File: src/rtl/pseq_pkg.sv
package pseq_pkg;
  localparam int SIG_W       = 8;
  localparam int CTL_RST_SRC = 8;
  localparam int CTL_GO_SRC  = 9;
  localparam int CTL_CYCLIC  = 10;
  localparam int CTL_RST_SNK = 11;
  localparam int CTL_GO_SNK  = 12;
  localparam int CTL_W       = 13;
  localparam int END_W       = 14;
  localparam int BUS_W       = 16;
endpackage

File: src/rtl/pseq_regs.sv
module pseq_regs
  import pseq_pkg::*;
(
  input  logic               clk_i,
  input  logic               rst_ni,
  input  logic               we_ctrl_i,
  input  logic               we_end_i,
  input  logic [BUS_W-1:0]   wdata_i,
  output logic [CTL_W-1:0]   ctrl_o,
  output logic [END_W-1:0]   end_o,
  output logic               go_src_o,
  output logic               go_snk_o
);
  logic [CTL_W-1:0] ctrl_q;
  logic [END_W-1:0] end_q;
  logic             go_src_q, go_snk_q;

  always_ff @(posedge clk_i or negedge rst_ni) begin
    if (!rst_ni) begin
      ctrl_q   <= '0;
      end_q    <= '0;
      go_src_q <= 1'b0;
      go_snk_q <= 1'b0;
    end else begin
      // go fires only on a 0->1 transition of the stored bit
      go_src_q <= we_ctrl_i & wdata_i[CTL_GO_SRC] & ~ctrl_q[CTL_GO_SRC];
      go_snk_q <= we_ctrl_i & wdata_i[CTL_GO_SNK] & ~ctrl_q[CTL_GO_SNK];
      if (we_ctrl_i) ctrl_q <= wdata_i[CTL_W-1:0];
      if (we_end_i)  end_q  <= wdata_i[END_W-1:0];
    end
  end

  assign ctrl_o   = ctrl_q;
  assign end_o    = end_q;
  assign go_src_o = go_src_q;
  assign go_snk_o = go_snk_q;

  a_r6_go_needs_edge: assert property (@(posedge clk_i) disable iff (!rst_ni)
    ctrl_q[CTL_GO_SRC] |=> !go_src_q);
endmodule

File: src/rtl/pseq_engine.sv
module pseq_engine #(
  parameter int AW = 14
) (
  input  logic          clk_i,
  input  logic          rst_ni,
  input  logic          clr_i,
  input  logic          go_i,
  input  logic          cyclic_i,
  input  logic [AW-1:0] end_i,
  output logic [AW-1:0] addr_o,
  output logic          run_o
);
  localparam logic [AW-1:0] ONE = AW'(1);

  logic [AW-1:0] addr_q;
  logic          run_q;
  logic          at_end;

  assign at_end = (addr_q >= end_i);

  always_ff @(posedge clk_i or negedge rst_ni) begin
    if (!rst_ni) begin
      addr_q <= '0;
      run_q  <= 1'b0;
    end else if (clr_i) begin
      addr_q <= '0;
      run_q  <= 1'b0;
    end else if (!run_q) begin
      if (go_i) begin
        run_q  <= 1'b1;
        addr_q <= '0;
      end
    end else if (at_end) begin
      addr_q <= '0;
      run_q  <= cyclic_i;
    end else begin
      addr_q <= addr_q + ONE;
    end
  end

  assign addr_o = addr_q;
  assign run_o  = run_q;

  a_r8_clear_idles: assert property (@(posedge clk_i) disable iff (!rst_ni)
    clr_i |=> (!run_q && addr_q == '0));
  a_r4_stop_at_end: assert property (@(posedge clk_i) disable iff (!rst_ni)
    (run_q && !clr_i && at_end && !cyclic_i) |=> !run_q);
  a_r5_wrap_at_end: assert property (@(posedge clk_i) disable iff (!rst_ni)
    (run_q && !clr_i && at_end && cyclic_i) |=> (run_q && addr_q == '0));
  a_r7_step_ignores_go: assert property (@(posedge clk_i) disable iff (!rst_ni)
    (run_q && !clr_i && !at_end) |=> (run_q && addr_q == $past(addr_q) + ONE));
  a_r2_go_starts: assert property (@(posedge clk_i) disable iff (!rst_ni)
    (!run_q && go_i && !clr_i) |=> (run_q && addr_q == '0));
endmodule

File: src/rtl/pseq_mem.sv
module pseq_mem
  import pseq_pkg::*;
#(
  parameter int ADDR_W = 6
) (
  input  logic              clk_i,
  input  logic              bus_we_i,
  input  logic [ADDR_W-1:0] bus_addr_i,
  input  logic [BUS_W-1:0]  bus_wdata_i,
  output logic [BUS_W-1:0]  bus_rdata_o,
  input  logic [ADDR_W-1:0] src_addr_i,
  output logic [SIG_W-1:0]  src_byte_o,
  input  logic              snk_we_i,
  input  logic [ADDR_W-1:0] snk_addr_i,
  input  logic [SIG_W-1:0]  snk_byte_i
);
  localparam int DEPTH = 1 << ADDR_W;

  // no reset: contents undefined until written
  logic [SIG_W-1:0] src_mem [DEPTH];
  logic [SIG_W-1:0] snk_mem [DEPTH];

  always_ff @(posedge clk_i) begin
    if (bus_we_i) begin
      src_mem[bus_addr_i] <= bus_wdata_i[SIG_W-1:0];
      snk_mem[bus_addr_i] <= bus_wdata_i[BUS_W-1:SIG_W];
    end
    if (snk_we_i) snk_mem[snk_addr_i] <= snk_byte_i;  // recording wins a collision
  end

  assign bus_rdata_o = {snk_mem[bus_addr_i], src_mem[bus_addr_i]};
  assign src_byte_o  = src_mem[src_addr_i];
endmodule

File: src/rtl/pattern_sequencer.sv
module pattern_sequencer
  import pseq_pkg::*;
#(
  parameter int ADDR_W = 6
) (
  input  logic              clk_i,
  input  logic              rst_ni,
  input  logic [ADDR_W:0]   bus_addr_i,
  input  logic              bus_we_i,
  input  logic [BUS_W-1:0]  bus_wdata_i,
  output logic [BUS_W-1:0]  bus_rdata_o,
  input  logic [SIG_W-1:0]  sink_i,
  output logic [SIG_W-1:0]  source_o,
  output logic              src_busy_o,
  output logic              snk_busy_o
);
  logic              mem_sel, ctrl_sel, end_sel;
  logic [CTL_W-1:0]  ctrl;
  logic [END_W-1:0]  end_addr;
  logic              go_src_p, go_snk_p;
  logic [END_W-1:0]  src_addr, snk_addr;
  logic              src_run, snk_run;
  logic [SIG_W-1:0]  src_byte;
  logic [BUS_W-1:0]  mem_rdata;

  assign mem_sel  = bus_addr_i[ADDR_W];
  assign ctrl_sel = !mem_sel && (bus_addr_i[ADDR_W-1:0] == ADDR_W'(0));
  assign end_sel  = !mem_sel && (bus_addr_i[ADDR_W-1:0] == ADDR_W'(1));

  pseq_regs u_regs (
    .clk_i     (clk_i),
    .rst_ni    (rst_ni),
    .we_ctrl_i (bus_we_i && ctrl_sel),
    .we_end_i  (bus_we_i && end_sel),
    .wdata_i   (bus_wdata_i),
    .ctrl_o    (ctrl),
    .end_o     (end_addr),
    .go_src_o  (go_src_p),
    .go_snk_o  (go_snk_p)
  );

  pseq_engine #(.AW(END_W)) u_src (
    .clk_i    (clk_i),
    .rst_ni   (rst_ni),
    .clr_i    (ctrl[CTL_RST_SRC]),
    .go_i     (go_src_p | go_snk_p),  // sink go also starts the source
    .cyclic_i (ctrl[CTL_CYCLIC]),
    .end_i    (end_addr),
    .addr_o   (src_addr),
    .run_o    (src_run)
  );

  pseq_engine #(.AW(END_W)) u_snk (
    .clk_i    (clk_i),
    .rst_ni   (rst_ni),
    .clr_i    (ctrl[CTL_RST_SNK]),
    .go_i     (go_snk_p),
    .cyclic_i (ctrl[CTL_CYCLIC]),
    .end_i    (end_addr),
    .addr_o   (snk_addr),
    .run_o    (snk_run)
  );

  pseq_mem #(.ADDR_W(ADDR_W)) u_mem (
    .clk_i       (clk_i),
    .bus_we_i    (bus_we_i && mem_sel),
    .bus_addr_i  (bus_addr_i[ADDR_W-1:0]),
    .bus_wdata_i (bus_wdata_i),
    .bus_rdata_o (mem_rdata),
    .src_addr_i  (src_addr[ADDR_W-1:0]),
    .src_byte_o  (src_byte),
    .snk_we_i    (snk_run),
    .snk_addr_i  (snk_addr[ADDR_W-1:0]),
    .snk_byte_i  (sink_i)
  );

  always_comb begin
    if (mem_sel)       bus_rdata_o = mem_rdata;
    else if (ctrl_sel) bus_rdata_o = BUS_W'(ctrl);
    else if (end_sel)  bus_rdata_o = BUS_W'(end_addr);
    else               bus_rdata_o = '0;
  end

  assign source_o   = src_run ? (src_byte & ctrl[SIG_W-1:0]) : '0;
  assign src_busy_o = src_run;
  assign snk_busy_o = snk_run;

  a_r3_idle_quiet: assert property (@(posedge clk_i) disable iff (!rst_ni)
    !src_busy_o |-> (source_o == '0));
  a_r9_sink_go_starts_source: assert property (@(posedge clk_i) disable iff (!rst_ni)
    (go_snk_p && !ctrl[CTL_RST_SRC]) |=> src_busy_o);
endmodule

File: config.mk
export PLATFORM = sky130hd
export DESIGN_NAME = pattern_sequencer
export DESIGN_NICKNAME = d
export VERILOG_FILES = /design/src/rtl/pseq_pkg.sv /design/src/rtl/pseq_regs.sv /design/src/rtl/pseq_engine.sv /design/src/rtl/pseq_mem.sv /design/src/rtl/pattern_sequencer.sv
export SDC_FILE = /design/constraint.sdc
export NUM_CORES = 2
export LEC_CHECK = 0
export BUFFER_PORTS_ARGS = -buffer_cell sky130_fd_sc_hd__buf_2
export CORE_ASPECT_RATIO = 1.5
export CORE_MARGIN = 1.5
export CORE_UTILIZATION = 50
export DETAILED_ROUTE_END_ITERATION = 6
export PLACE_DENSITY = 0.65
export SLEW_MARGIN = 20
export SYNTH_ARGS = -nofsm -noshare
export SYNTH_HDL_FRONTEND = slang
export SYNTH_SLANG_ARGS = --single-unit
File: constraint.sdc
create_clock -name clk_i -period 3.4 [get_ports clk_i]
set_input_delay 0.34 -clock clk_i [delete_from_list [all_inputs] [get_ports clk_i]]
set_output_delay 0.34 -clock clk_i [all_outputs]
set_load 0.1 [all_outputs]
==> impl_metrics.py <==
metrics = {
    "route": {
        "first_pass_iters": 6,
        "wl_per_cell_um": 34.78,
        "ant_nets": 0,
        "viasPerCell": 6.738,
        "vias": 33990,
        "drcViolationCount": 0,
        "drt_iter0_drc": 4176,
        "wirelength_um": 175500,
    },
    "synth": {
        "yosysSeqAreaShare_pct": 59.33,
        "ys_warn_count": 0,
        "synthCells": 3262,
        "synth_nets": 3326,
        "syn_area_per_cell_um2": 16.65,
        "netlist_area_um2": 54320,
        "synthArstFlopShare_pct": 5.448,
        "ys.flop_type": "edfxtp_1",
        "yosys_register_bits": 1083,
        "synthDistinctLibCells": 69,
        "synth-edff-count": 1024,
    },
    "sta": {
        "layout_worst_path_cycle_share_pct": 105.8,
        "finalSetupViolations": 8,
        "finalWorstPathRequiredPeriod_ps": 3598,
        "grt_setup_unrepaired": "true",
        "worstMarginPinSlew_ps": 1137,
        "setup_total_negative_slack_ps": -1274,
        "fmax_ghz": 0.2779,
        "clock_skew_ps": 34.14,
        "drv_slew": 0,
        "hold_viol": 0,
        "slew_headroom_pct": 24.22,
        "whs_ps": 83.46,
        "layout_setup_ws_ps": -197.9,
    },
    "floorplan": {
        "die_x_um": 272.1,
        "floorplan.rows": 147,
        "die_h_um": 406.7,
        "coreArea_um2": 107400,
        "die_area_um2": 110700,
        "io_pins": 60,
        "start_util_pct": 50.57,
    },
    "power": {
        "p_sw_w": 0.008445,
        "seqPwrFrac_pct": 45.0,
        "p_leak_nw": 21.02,
        "p_int_w": 0.02443,
        "sw_frac_of_total_pct": 25.69,
        "p_total_w": 0.03288,
        "p_comb_share_pct": 18.2,
        "p_clk_share_pct": 36.8,
        "pwr_density_cell_nw_per_um2": 522.6,
        "vdd_drop_max_mv": 0.5776,
    },
    "global_routing": {
        "overflow": 0,
        "grt_pass1_wl_um": 250500,
        "grt_pass1_vias": 35150,
        "grtUsageTotal_pct": 31.94,
        "grt_max_degree": 68,
        "antenna_found_initial": 6,
    },
    "min_path": {
        "hold_path_class": "input port to flop",
        "min_path_cells": 1,
    },
    "cts": {
        "htree_levels": 3,
        "clkTransAtPathRegs_ps": 60,
        "numCtsBuffers": 105,
        "cts_tree": "yes",
        "clock_path_buffers": 3,
        "clock_sinks": 1083,
        "cts-root-buf": "clkbuf_16",
        "insertion_delay_ps": 710,
    },
    "final_layout": {
        "nets": 3606,
        "drive_gt1_share_pct": 44.94,
        "syn_to_final_growth_pct": 15.82,
        "utilization_pct": 58.57,
    },
    "setup_path": {
        "crit_end": "source_o[6]",
        "cp.required_ps": 3060,
        "critPathArrivalTime_ps": 3260,
        "timing.rr.end": "u_src.addr_o[0]",
        "rrSetupSlack_ps": 360,
        "crit_start": "u_src.addr_o[0]",
        "path_class": "flop to primary output",
        "rr_worst_depth": 10,
        "critPathLaunchType": "flop",
        "endpoint_kind": "primary output",
        "crit-reg2reg-launch": "u_src.addr_o[0]",
        "path_max_fanout": 5,
    },
    "place": {
        "gp_congestion": 0.9451,
        "dpl.hpwl_um": 119200,
        "portBuffers": 59,
    },
    "status": {
        "violations": "negative setup slack",
        "outcome": "complete, but fails checks",
    },
    "flow_run": {
        "maxCapViolations": 0,
    },
}
==> worst min path at each step <==
| stage | slack (ps) | start | to |
|---|---|---|---|
| after global routing | 80 | bus_wdata_i[5] | u_mem.src_mem[33][5] |
| after global placement | 460 | u_regs.ctrl_o[9] | u_regs.go_src_o |
| after floorplan | 40 | rst_ni | u_regs.ctrl_o[0] |
| after detailed placement | 470 | u_regs.ctrl_o[12] | u_regs.go_snk_o |
| final | 80 | bus_wdata_i[5] | u_mem.src_mem[59][5] |
| after CTS | 170 | bus_wdata_i[2] | u_mem.src_mem[42][2] |
==> registers in the layout, indices dropped and copies added (netlist names) <==
signal           flops
u_snk.addr_o        14
u_regs.go_src_o      1
u_regs.go_snk_o      1
u_snk.run_o          1
u_mem.snk_mem      512
u_regs.end_o        14
u_regs.ctrl_o       13
u_src.run_o          1
u_src.addr_o        14
u_mem.src_mem      512
==> cells by family after synthesis <==
logic type | count (synthesis) | share of synthesized area, %
adder cells (fa/ha/maj) | 30 | 0.6911
buffers and inverters | 333 | 2.688
flip-flops | 1083 | 59.33
multiplexers | 1036 | 29.25
AO/OA/AOI/OAI | 325 | 4.008
XOR/XNOR | 5 | 0.08064
AND/OR/NAND/NOR | 450 | 3.953
==> placed cells by master (no fill, tap or decap), types with 30 or more instances in the layout <==
cell type and n:
a21oi_1 52, buf_12 44, buf_2 40, buf_4 369, clkbuf_16 107, dfrtp_1 55
edfxtp_1 1024, ha_1 30, mux2_2 524, mux2i_1 92, mux4_2 383, nand2_1 152
nand3_1 50, nor2_1 116, o21ai_0 73
==> stage by stage <==
stage | instances | setup WS [ps] | instance area [um^2]
4_1_cts | 5041 | -211.4 | 62780
3_3_place_gp | 4824 | 18.00 | 58460
6_report | 5045 | -197.9 | 62910
3_5_place_dp | 4824 | 50.43 | 58460
5_1_grt | 5044 | -201.0 | 62910
2_1_floorplan | 3262 | 130.4 | 54320
==> worst max-delay path, cell delays in order (launching register included) <==
cell and delay [ps]:
dfrtp_4 530, buf_12 160, buf_12 130, buf_16 140, mux4_2 410, mux4_2 540
mux2i_4 310, o22ai_4 130, buf_12 180
==> layer usage <==
| metal | wire length [um] | GRT usage [%] | vias to the layer above |
|---|---|---|---|
| li1 | - | - | 13790 |
| met4 | 14280 | 22.62 | 2 |
| met1 | 60080 | 37.25 | 17780 |
| met5 | 13 | 0 | - |
| met2 | 88270 | 54.48 | 1904 |
| met3 | 12810 | 4.486 | 510 |
==> area by class of cell <==
cell class / count / area, um^2
Antenna cell: 3 / 7.507
Clock buffer: 125 / 2724
Clock inverter: 67 / 749.5
Fill cell: 8162 / 44500
Inverter: 28 / 105.1
Multi-Input combinational cell: 1846 / 20980
Sequential cell: 1083 / 32240
Tap cell: 1415 / 1770
Timing Repair Buffer: 478 / 4333
==> cells in the mapped netlist (all sizes together) (12+ instances only) <==
master | n | area (um^2)
edfxtp | 1024 | 30750
mux2 | 549 | 6220
mux4 | 383 | 8626
clkbuf | 191 | 716.9
nand2 | 153 | 581.8
nor2 | 132 | 544.3
buf | 114 | 638.1
mux2i | 104 | 1041
o21ai | 80 | 400.4
dfrtp | 59 | 1476
a21oi | 52 | 260.3
nand3 | 52 | 277.8
a211oi | 34 | 255.2
a22oi | 33 | 247.7
ha | 30 | 375.4
nor2b | 29 | 181.4
inv | 27 | 101.3
o22ai | 27 | 168.9
a32oi | 22 | 192.7
a31oi | 14 | 87.58
a22o | 13 | 113.9
nor3 | 13 | 80.08
a21o | 12 | 90.09
and3 | 12 | 75.07
==> power groups by stage <==
stage	Clock [W]	Sequential (W)	Combinational [W]
after floorplan	0	0.0150	0.00331
after global placement	0	0.0151	0.00493
after detailed placement	0	0.0151	0.00501
after CTS	0.0122	0.0148	0.00589
after global routing	0.0127	0.0148	0.00619
final	0.0121	0.0148	0.00597
==> what timing repair did <==
item / in CTS / in global routing
hold endpoints to repair: 47 / 0
hold buffers: 2 / 0
gates resized for setup: 96 / 20
cloned: 8 / 1
pin swaps: 22 / 13
endpoints found under the setup margin: 9 / 12
buffers inserted: 16 / 0
No activity file was read; power rests on OpenSTA's default activity.
